--- config.mk ---
export PLATFORM = sky130hd
export DESIGN_NAME = remap_decoder
export DESIGN_NICKNAME = d
export VERILOG_FILES = /design/src/rtl/remap_pkg.sv /design/src/rtl/remap_region_match.sv /design/src/rtl/remap_ctrl.sv /design/src/rtl/remap_datapath.sv /design/src/rtl/remap_decoder.sv
export SDC_FILE = /design/constraint.sdc
export NUM_CORES = 1
export LEC_CHECK = 0
export CORE_AREA = 2 2 82 84
export DETAILED_ROUTE_END_ITERATION = 16
export DIE_AREA = 0 0 84 86
export PLACE_DENSITY_LB_ADDON = 0.08
export SYNTH_ARGS = -nofsm -noshare
export SYNTH_HDL_FRONTEND = slang
export SYNTH_SLANG_ARGS = --single-unit
--- constraint.sdc ---
create_clock -name clk -period 1.7 [get_ports clk]
set_input_delay 0.17 -clock clk [delete_from_list [all_inputs] [get_ports clk]]
set_output_delay 0.17 -clock clk [all_outputs]
set_load 0.005 [all_outputs]
--- src/rtl/remap_pkg.sv ---
package remap_pkg;

  typedef enum logic [1:0] {
    RG_NONE = 2'd0,
    RG_PROG = 2'd1,
    RG_SRAM = 2'd2
  } regionE;

  typedef struct packed {
    logic capture;   // latch a new access this cycle
    logic remapSel;  // low window shows SRAM when set
  } strobeT;

endpackage

--- src/rtl/remap_region_match.sv ---
module remap_region_match #(
  parameter int ADDR_W = 32,
  parameter int AW = 16,
  parameter logic [ADDR_W-1:0] BASE = '0
) (
  input  logic [ADDR_W-1:0] addr,
  output logic              hit
);
  localparam int TAG_W = ADDR_W - AW;
  localparam logic [TAG_W-1:0] BASE_TAG = BASE[ADDR_W-1:AW];

  always_comb begin
    hit = (addr[ADDR_W-1:AW] == BASE_TAG);
  end
endmodule

--- src/rtl/remap_ctrl.sv ---
module remap_ctrl
  import remap_pkg::*;
#(
  parameter int DATA_W = 32
) (
  input  logic              clk,
  input  logic              rstN,
  input  logic              accValid,
  input  logic              cfgWrEn,
  input  logic              cfgWrBit,
  output logic [DATA_W-1:0] cfgRdData,
  output strobeT            strobe
);
  logic remapQ;

  // The bit flips at the clock edge, so an access sampled at that edge
  // still sees the old value.
  always_ff @(posedge clk or negedge rstN) begin
    if (!rstN) remapQ <= 1'b0;
    else if (cfgWrEn) remapQ <= cfgWrBit;
  end

  always_comb begin
    strobe.capture  = accValid;
    strobe.remapSel = remapQ;
    cfgRdData       = {{(DATA_W-1){1'b0}}, remapQ};
  end

  a_r1_reset_clears: assert property (@(posedge clk) disable iff (!rstN)
    $rose(rstN) |-> !remapQ);

  a_r9_hold_without_write: assert property (@(posedge clk) disable iff (!rstN)
    !cfgWrEn |=> $stable(remapQ));

  a_r8_write_lands_next: assert property (@(posedge clk) disable iff (!rstN)
    cfgWrEn |=> (cfgRdData[0] == $past(cfgWrBit)));

endmodule

--- src/rtl/remap_datapath.sv ---
module remap_datapath
  import remap_pkg::*;
#(
  parameter int ADDR_W = 32,
  parameter int DATA_W = 32,
  parameter int PROG_AW = 16,
  parameter int SRAM_AW = 13,
  parameter logic [ADDR_W-1:0] PROG_BASE = 32'h0008_0000,
  parameter logic [ADDR_W-1:0] SRAM_BASE = 32'h0004_0000
) (
  input  logic               clk,
  input  logic               rstN,
  input  strobeT             strobe,
  input  logic [ADDR_W-1:0]  accAddr,
  input  logic [DATA_W-1:0]  progRdData,
  input  logic [DATA_W-1:0]  sramRdData,
  output logic               progSel,
  output logic [PROG_AW-1:0] progOffset,
  output logic               sramSel,
  output logic [SRAM_AW-1:0] sramOffset,
  output logic               unmappedSel,
  output logic [DATA_W-1:0]  busRdData
);
  // The window is as large as the program memory; the SRAM alias repeats in it.
  localparam int WIN_AW = PROG_AW;
  localparam int N_REG = 3;
  localparam int IDX_WIN = 0;
  localparam int IDX_SRAM = 1;
  localparam int IDX_PROG = 2;

  logic [N_REG-1:0] hitVec;

  generate
    for (genvar i = 0; i < N_REG; i++) begin : g_match
      localparam int RAW = (i == IDX_SRAM) ? SRAM_AW : ((i == IDX_PROG) ? PROG_AW : WIN_AW);
      localparam logic [ADDR_W-1:0] RBASE =
        (i == IDX_SRAM) ? SRAM_BASE : ((i == IDX_PROG) ? PROG_BASE : '0);
      remap_region_match #(
        .ADDR_W(ADDR_W),
        .AW(RAW),
        .BASE(RBASE)
      ) u_match (
        .addr(accAddr),
        .hit (hitVec[i])
      );
    end
  endgenerate

  regionE nxtRegion;
  logic [PROG_AW-1:0] nxtProgOff;
  logic [SRAM_AW-1:0] nxtSramOff;

  always_comb begin
    if (hitVec[IDX_WIN]) nxtRegion = strobe.remapSel ? RG_SRAM : RG_PROG;
    else if (hitVec[IDX_SRAM]) nxtRegion = RG_SRAM;
    else if (hitVec[IDX_PROG]) nxtRegion = RG_PROG;
    else nxtRegion = RG_NONE;
    nxtProgOff = (nxtRegion == RG_PROG) ? accAddr[PROG_AW-1:0] : '0;
    nxtSramOff = (nxtRegion == RG_SRAM) ? accAddr[SRAM_AW-1:0] : '0;
  end

  regionE regionQ;
  logic validQ;
  logic [PROG_AW-1:0] progOffQ;
  logic [SRAM_AW-1:0] sramOffQ;

  always_ff @(posedge clk or negedge rstN) begin
    if (!rstN) begin
      validQ   <= 1'b0;
      regionQ  <= RG_NONE;
      progOffQ <= '0;
      sramOffQ <= '0;
    end else if (strobe.capture) begin
      validQ   <= 1'b1;
      regionQ  <= nxtRegion;
      progOffQ <= nxtProgOff;
      sramOffQ <= nxtSramOff;
    end else begin
      validQ   <= 1'b0;
      regionQ  <= RG_NONE;
      progOffQ <= '0;
      sramOffQ <= '0;
    end
  end

  always_comb begin
    progSel     = validQ && (regionQ == RG_PROG);
    sramSel     = validQ && (regionQ == RG_SRAM);
    unmappedSel = validQ && (regionQ == RG_NONE);
    progOffset  = progOffQ;
    sramOffset  = sramOffQ;
    if (progSel) busRdData = progRdData;
    else if (sramSel) busRdData = sramRdData;
    else busRdData = '0;
  end

  a_r10_one_select: assert property (@(posedge clk) disable iff (!rstN)
    strobe.capture |=> ($countones({progSel, sramSel, unmappedSel}) == 1));

  a_r10_idle_quiet: assert property (@(posedge clk) disable iff (!rstN)
    !strobe.capture |=> !(progSel || sramSel || unmappedSel));

  a_r5_sram_fixed: assert property (@(posedge clk) disable iff (!rstN)
    (strobe.capture && hitVec[IDX_SRAM]) |=> sramSel);

  a_r6_prog_fixed: assert property (@(posedge clk) disable iff (!rstN)
    (strobe.capture && hitVec[IDX_PROG]) |=> progSel);

  a_r7_unmapped_zero: assert property (@(posedge clk) disable iff (!rstN)
    unmappedSel |-> (busRdData == '0));

  a_r2_window_prog: assert property (@(posedge clk) disable iff (!rstN)
    (strobe.capture && hitVec[IDX_WIN] && !strobe.remapSel) |=> progSel);

  a_r3_window_sram: assert property (@(posedge clk) disable iff (!rstN)
    (strobe.capture && hitVec[IDX_WIN] && strobe.remapSel) |=> sramSel);

endmodule

--- src/rtl/remap_decoder.sv ---
module remap_decoder
  import remap_pkg::*;
#(
  parameter int ADDR_W = 32,
  parameter int DATA_W = 32,
  parameter int PROG_AW = 16,
  parameter int SRAM_AW = 13,
  parameter logic [ADDR_W-1:0] PROG_BASE = 32'h0008_0000,
  parameter logic [ADDR_W-1:0] SRAM_BASE = 32'h0004_0000
) (
  input  logic               clk,
  input  logic               rstN,
  input  logic               accValid,
  input  logic [ADDR_W-1:0]  accAddr,
  input  logic               cfgWrEn,
  input  logic               cfgWrBit,
  output logic [DATA_W-1:0]  cfgRdData,
  input  logic [DATA_W-1:0]  progRdData,
  input  logic [DATA_W-1:0]  sramRdData,
  output logic               progSel,
  output logic [PROG_AW-1:0] progOffset,
  output logic               sramSel,
  output logic [SRAM_AW-1:0] sramOffset,
  output logic               unmappedSel,
  output logic [DATA_W-1:0]  busRdData
);
  strobeT strobe;

  remap_ctrl #(.DATA_W(DATA_W)) u_ctrl (
    .clk      (clk),
    .rstN     (rstN),
    .accValid (accValid),
    .cfgWrEn  (cfgWrEn),
    .cfgWrBit (cfgWrBit),
    .cfgRdData(cfgRdData),
    .strobe   (strobe)
  );

  remap_datapath #(
    .ADDR_W(ADDR_W),
    .DATA_W(DATA_W),
    .PROG_AW(PROG_AW),
    .SRAM_AW(SRAM_AW),
    .PROG_BASE(PROG_BASE),
    .SRAM_BASE(SRAM_BASE)
  ) u_dp (
    .clk        (clk),
    .rstN       (rstN),
    .strobe     (strobe),
    .accAddr    (accAddr),
    .progRdData (progRdData),
    .sramRdData (sramRdData),
    .progSel    (progSel),
    .progOffset (progOffset),
    .sramSel    (sramSel),
    .sramOffset (sramOffset),
    .unmappedSel(unmappedSel),
    .busRdData  (busRdData)
  );
endmodule

==> reports/metrics.csv <==
stage,metric,value,unit
outcome,status,completed,
placement,DP Area,0.00367,mm²
critical_path,r2r startpoint,u_ctrl.remapQ$_DFFE_PN0P_,
timing,RSZ-0062 raised after global routing,yes,
critical_path,critical path class,register to primary output,
cts,Clock Tree Buf Depth,2,
floorplan,DIE AREA,0.00722,mm²
synthesis,"flops & latches, synth",33,
route,Initial DRC Count,59,
critical_path,startpoint types,register,
cts,TritonCTS clock tree,done,
placement,final weighted congestion in routability-driven placement,0.844,
power,post-layout power,1.71,mW
route,TritonRoute pass-1 iters,4,
power,Peak VDD IR,0.000402,V
critical_path,"Arr. time, crit path",1.52,ns
critical_path,worst-path maximum fanout,17,
flow_run,max-cap viol count,0,
route,Via density,4.63,
timing,fmax,0.591,GHz
global_routing,first-pass GRT wire length,11.7,mm
global_routing,GR Overflow Total,0,
final_layout,Layout area overhead,84.7,%
synthesis,largest area contributor in the synthesized netlist,dfrtp_1,
final_layout,Finished Cell Area,0.00367,mm²
cts,# H-tree levels,2,
global_routing,initial antenna violation count,0,
global_routing,GRT Overall Usage,21.1,%
critical_path,Critical Path End,busRdData[26],
global_routing,vias in the first global route,1998,
synthesis,Syn Area/Cell,10.5,µm²
route,DR WL/cell,17.3,µm
final_layout,Finished Core Util,58.5,%
floorplan,Core Area,0.00628,mm²
critical_path,Reg2Reg Depth,4,
worst_hold_path,worst hold path class,primary input to async pin,
placement,dpl cells,425,
route,DRC viols,0,
critical_path,R2R Path End,u_dp.progOffset[1]$_DFF_PN0_,
timing,worst clock skew,0.00287,ns
cts,TritonCTS Buffers,5,
cts,clk sinks,33,
critical_path,Worst EP required,1.53,ns
placement,Final HPWL DP,5.97,mm
route,Vias,2033,
global_routing,largest net degree at the start of global routing,34,
critical_path,CP endpoint kind,primary output,
timing,final setup fails,0,
synthesis,distinct cell type count of the synthesized netlist,25,
timing,Max Slew Vio Count,0,
floorplan,Starting Density,31.7,%
route,total routed wirelength,7.61,mm
floorplan,Ports,197,
synthesis,Cells after Synth,190,
synthesis,Synth area leaders,"dfrtp_1, a22o_1, buf_4, nor3_2, nand3_1",
final_layout,final std cells w/o fill,439,
route,Routed Antenna Nets,0,
power,Pleak,1.56,nW
placement,PortBufs,165,
floorplan,num rows,29,
final_layout,share of cells above drive strength 1,23.8,%
synthesis,area share of the largest cell type after synthesis,41.5,%
floorplan,Vert. Die Dim,86,µm
final_layout,"most common cell after layout, fill and taps aside",clkdlybuf4s50_1,
critical_path,register-to-register setup slack,0.58,ns
synthesis,synthesized area,0.00199,mm²
timing,minimum period implied by the final worst setup slack,1.69,ns
timing,Final period util,99.5,%
synthesis,"Warnings, synthesis",0,
floorplan,Die X,84,µm
final_layout,"leading cell types in the layout, fill and taps excluded","clkdlybuf4s50_1, dfrtp_1, a22o_1, conb_1, clkbuf_2",
synthesis,sequential area share after synthesis,41.5,%
final_layout,nets@finish,461,
cts,Clock Tree Root,clkbuf_8,
power,Power Dens Cells,466,mW/mm²
critical_path,Worst Setup SP,u_dp.regionQ[1]$_DFF_PN0_,
cts,clk slew on worst S/H paths,0.07,ns
cts,Skew-Pair Late Insertion Delay,0.28,ns
timing,final hold violation count,0,
-- report_power, final --
part / switching, mW / internal (mW) / total [mW] / leakage [nW]
logic: 0.122 / 0.236 / 0.358 / 1.05
registers: 0.00358 / 0.789 / 0.792 / 0.457
clock network: 0.278 / 0.283 / 0.561 / 0.0450
-- critical path: stages, from the launching register on --
cell and delay, ns:
dfrtp_1 0.39, buf_6 0.12, and3b_2 0.24, buf_12 0.17
a22o_1 0.20, buf_2 0.14
-- cells by family (layout without fill, tap and decap cells) --
group,after synthesis,after routing,share of synthesized area (%)
buf+inv,49,190,16.9
mux,2,2,1.07
compound gates,32,32,14.1
simple gates,73,73,26.2
flops,33,33,41.5
other cells,1,32,0.188
-- per-stage QoR --
stage | setup TNS (ns) | setup slack (ns) | hold WS [ns]
2_1_floorplan | 0 | 0.435 | -0.126
3_3_place_gp | -0.00664 | -0.00664 | 0.586
3_5_place_dp | -0.0134 | -0.0134 | 0.593
4_1_cts | -2.75 | -0.131 | 0.306
5_1_grt | -0.516 | -0.0482 | 0.318
6_report | 0 | 0.00891 | 0.291
-- area by class of cell --
cell class | count | area, µm²
antenna | 1 | 2.50
clock buffer | 6 | 72.6
clock inverter | 2 | 10.0
fill | 573 | 2600
inverter | 1 | 3.75
multi-input combinational | 138 | 955
sequential | 33 | 826
tap | 77 | 96.3
timing repair buffer | 181 | 1710
-- registers in the layout, indices dropped and copies added (netlist names) --
name             flops
u_ctrl.remapQ        1
u_dp.progOffset     16
u_dp.regionQ         2
u_dp.sramOffset     13
u_dp.validQ          1
-- synthesized netlist by cell type (all sizes together) --
cell type   n
nand3      14
a22o       32
nand2      18
and3b       2
mux2i       1
inv         1
buf        44
nand3b      1
clkbuf      4
dfrtp      33
nor4b       2
nor3b       1
nor3       31
nor4        3
conb        1
mux2        1
nand2b      1
-- what timing repair did --
action / 4_1_cts / 5_1_grt
gates resized for setup: 72 / 47
setup buffers: 4 / 0
pin swaps: 3 / 15
endpoints found under the setup margin: 34 / 32
gates cloned: 3 / 0
hold buffers: 0 / 0
-- worst min-delay path by stage --
stage,start,end,depth (start not counted)
after detailed placement,u_ctrl.remapQ$_DFFE_PN0P_,u_ctrl.remapQ$_DFFE_PN0P_,1
after CTS,rstN,u_dp.sramOffset[11]$_DFF_PN0_,2
after global routing,rstN,u_dp.sramOffset[11]$_DFF_PN0_,2
after floorplan,rstN,u_ctrl.remapQ$_DFFE_PN0P_,0
after global placement,u_ctrl.remapQ$_DFFE_PN0P_,u_ctrl.remapQ$_DFFE_PN0P_,1
final,rstN,u_dp.sramOffset[7]$_DFF_PN0_,2
-- layer usage --
| layer | track usage, % | vias to the layer above | share of wire, % |
|---|---|---|---|
| met5 | 0 | - | 0 |
| met4 | 3.67 | 0 | 0.54 |
| met1 | 27.6 | 966 | 44 |
| li1 | - | 960 | - |
| met3 | 5.58 | 4 | 6.3 |
| met2 | 35.9 | 103 | 49 |
Note: power is estimated with default switching activity, not from simulation.
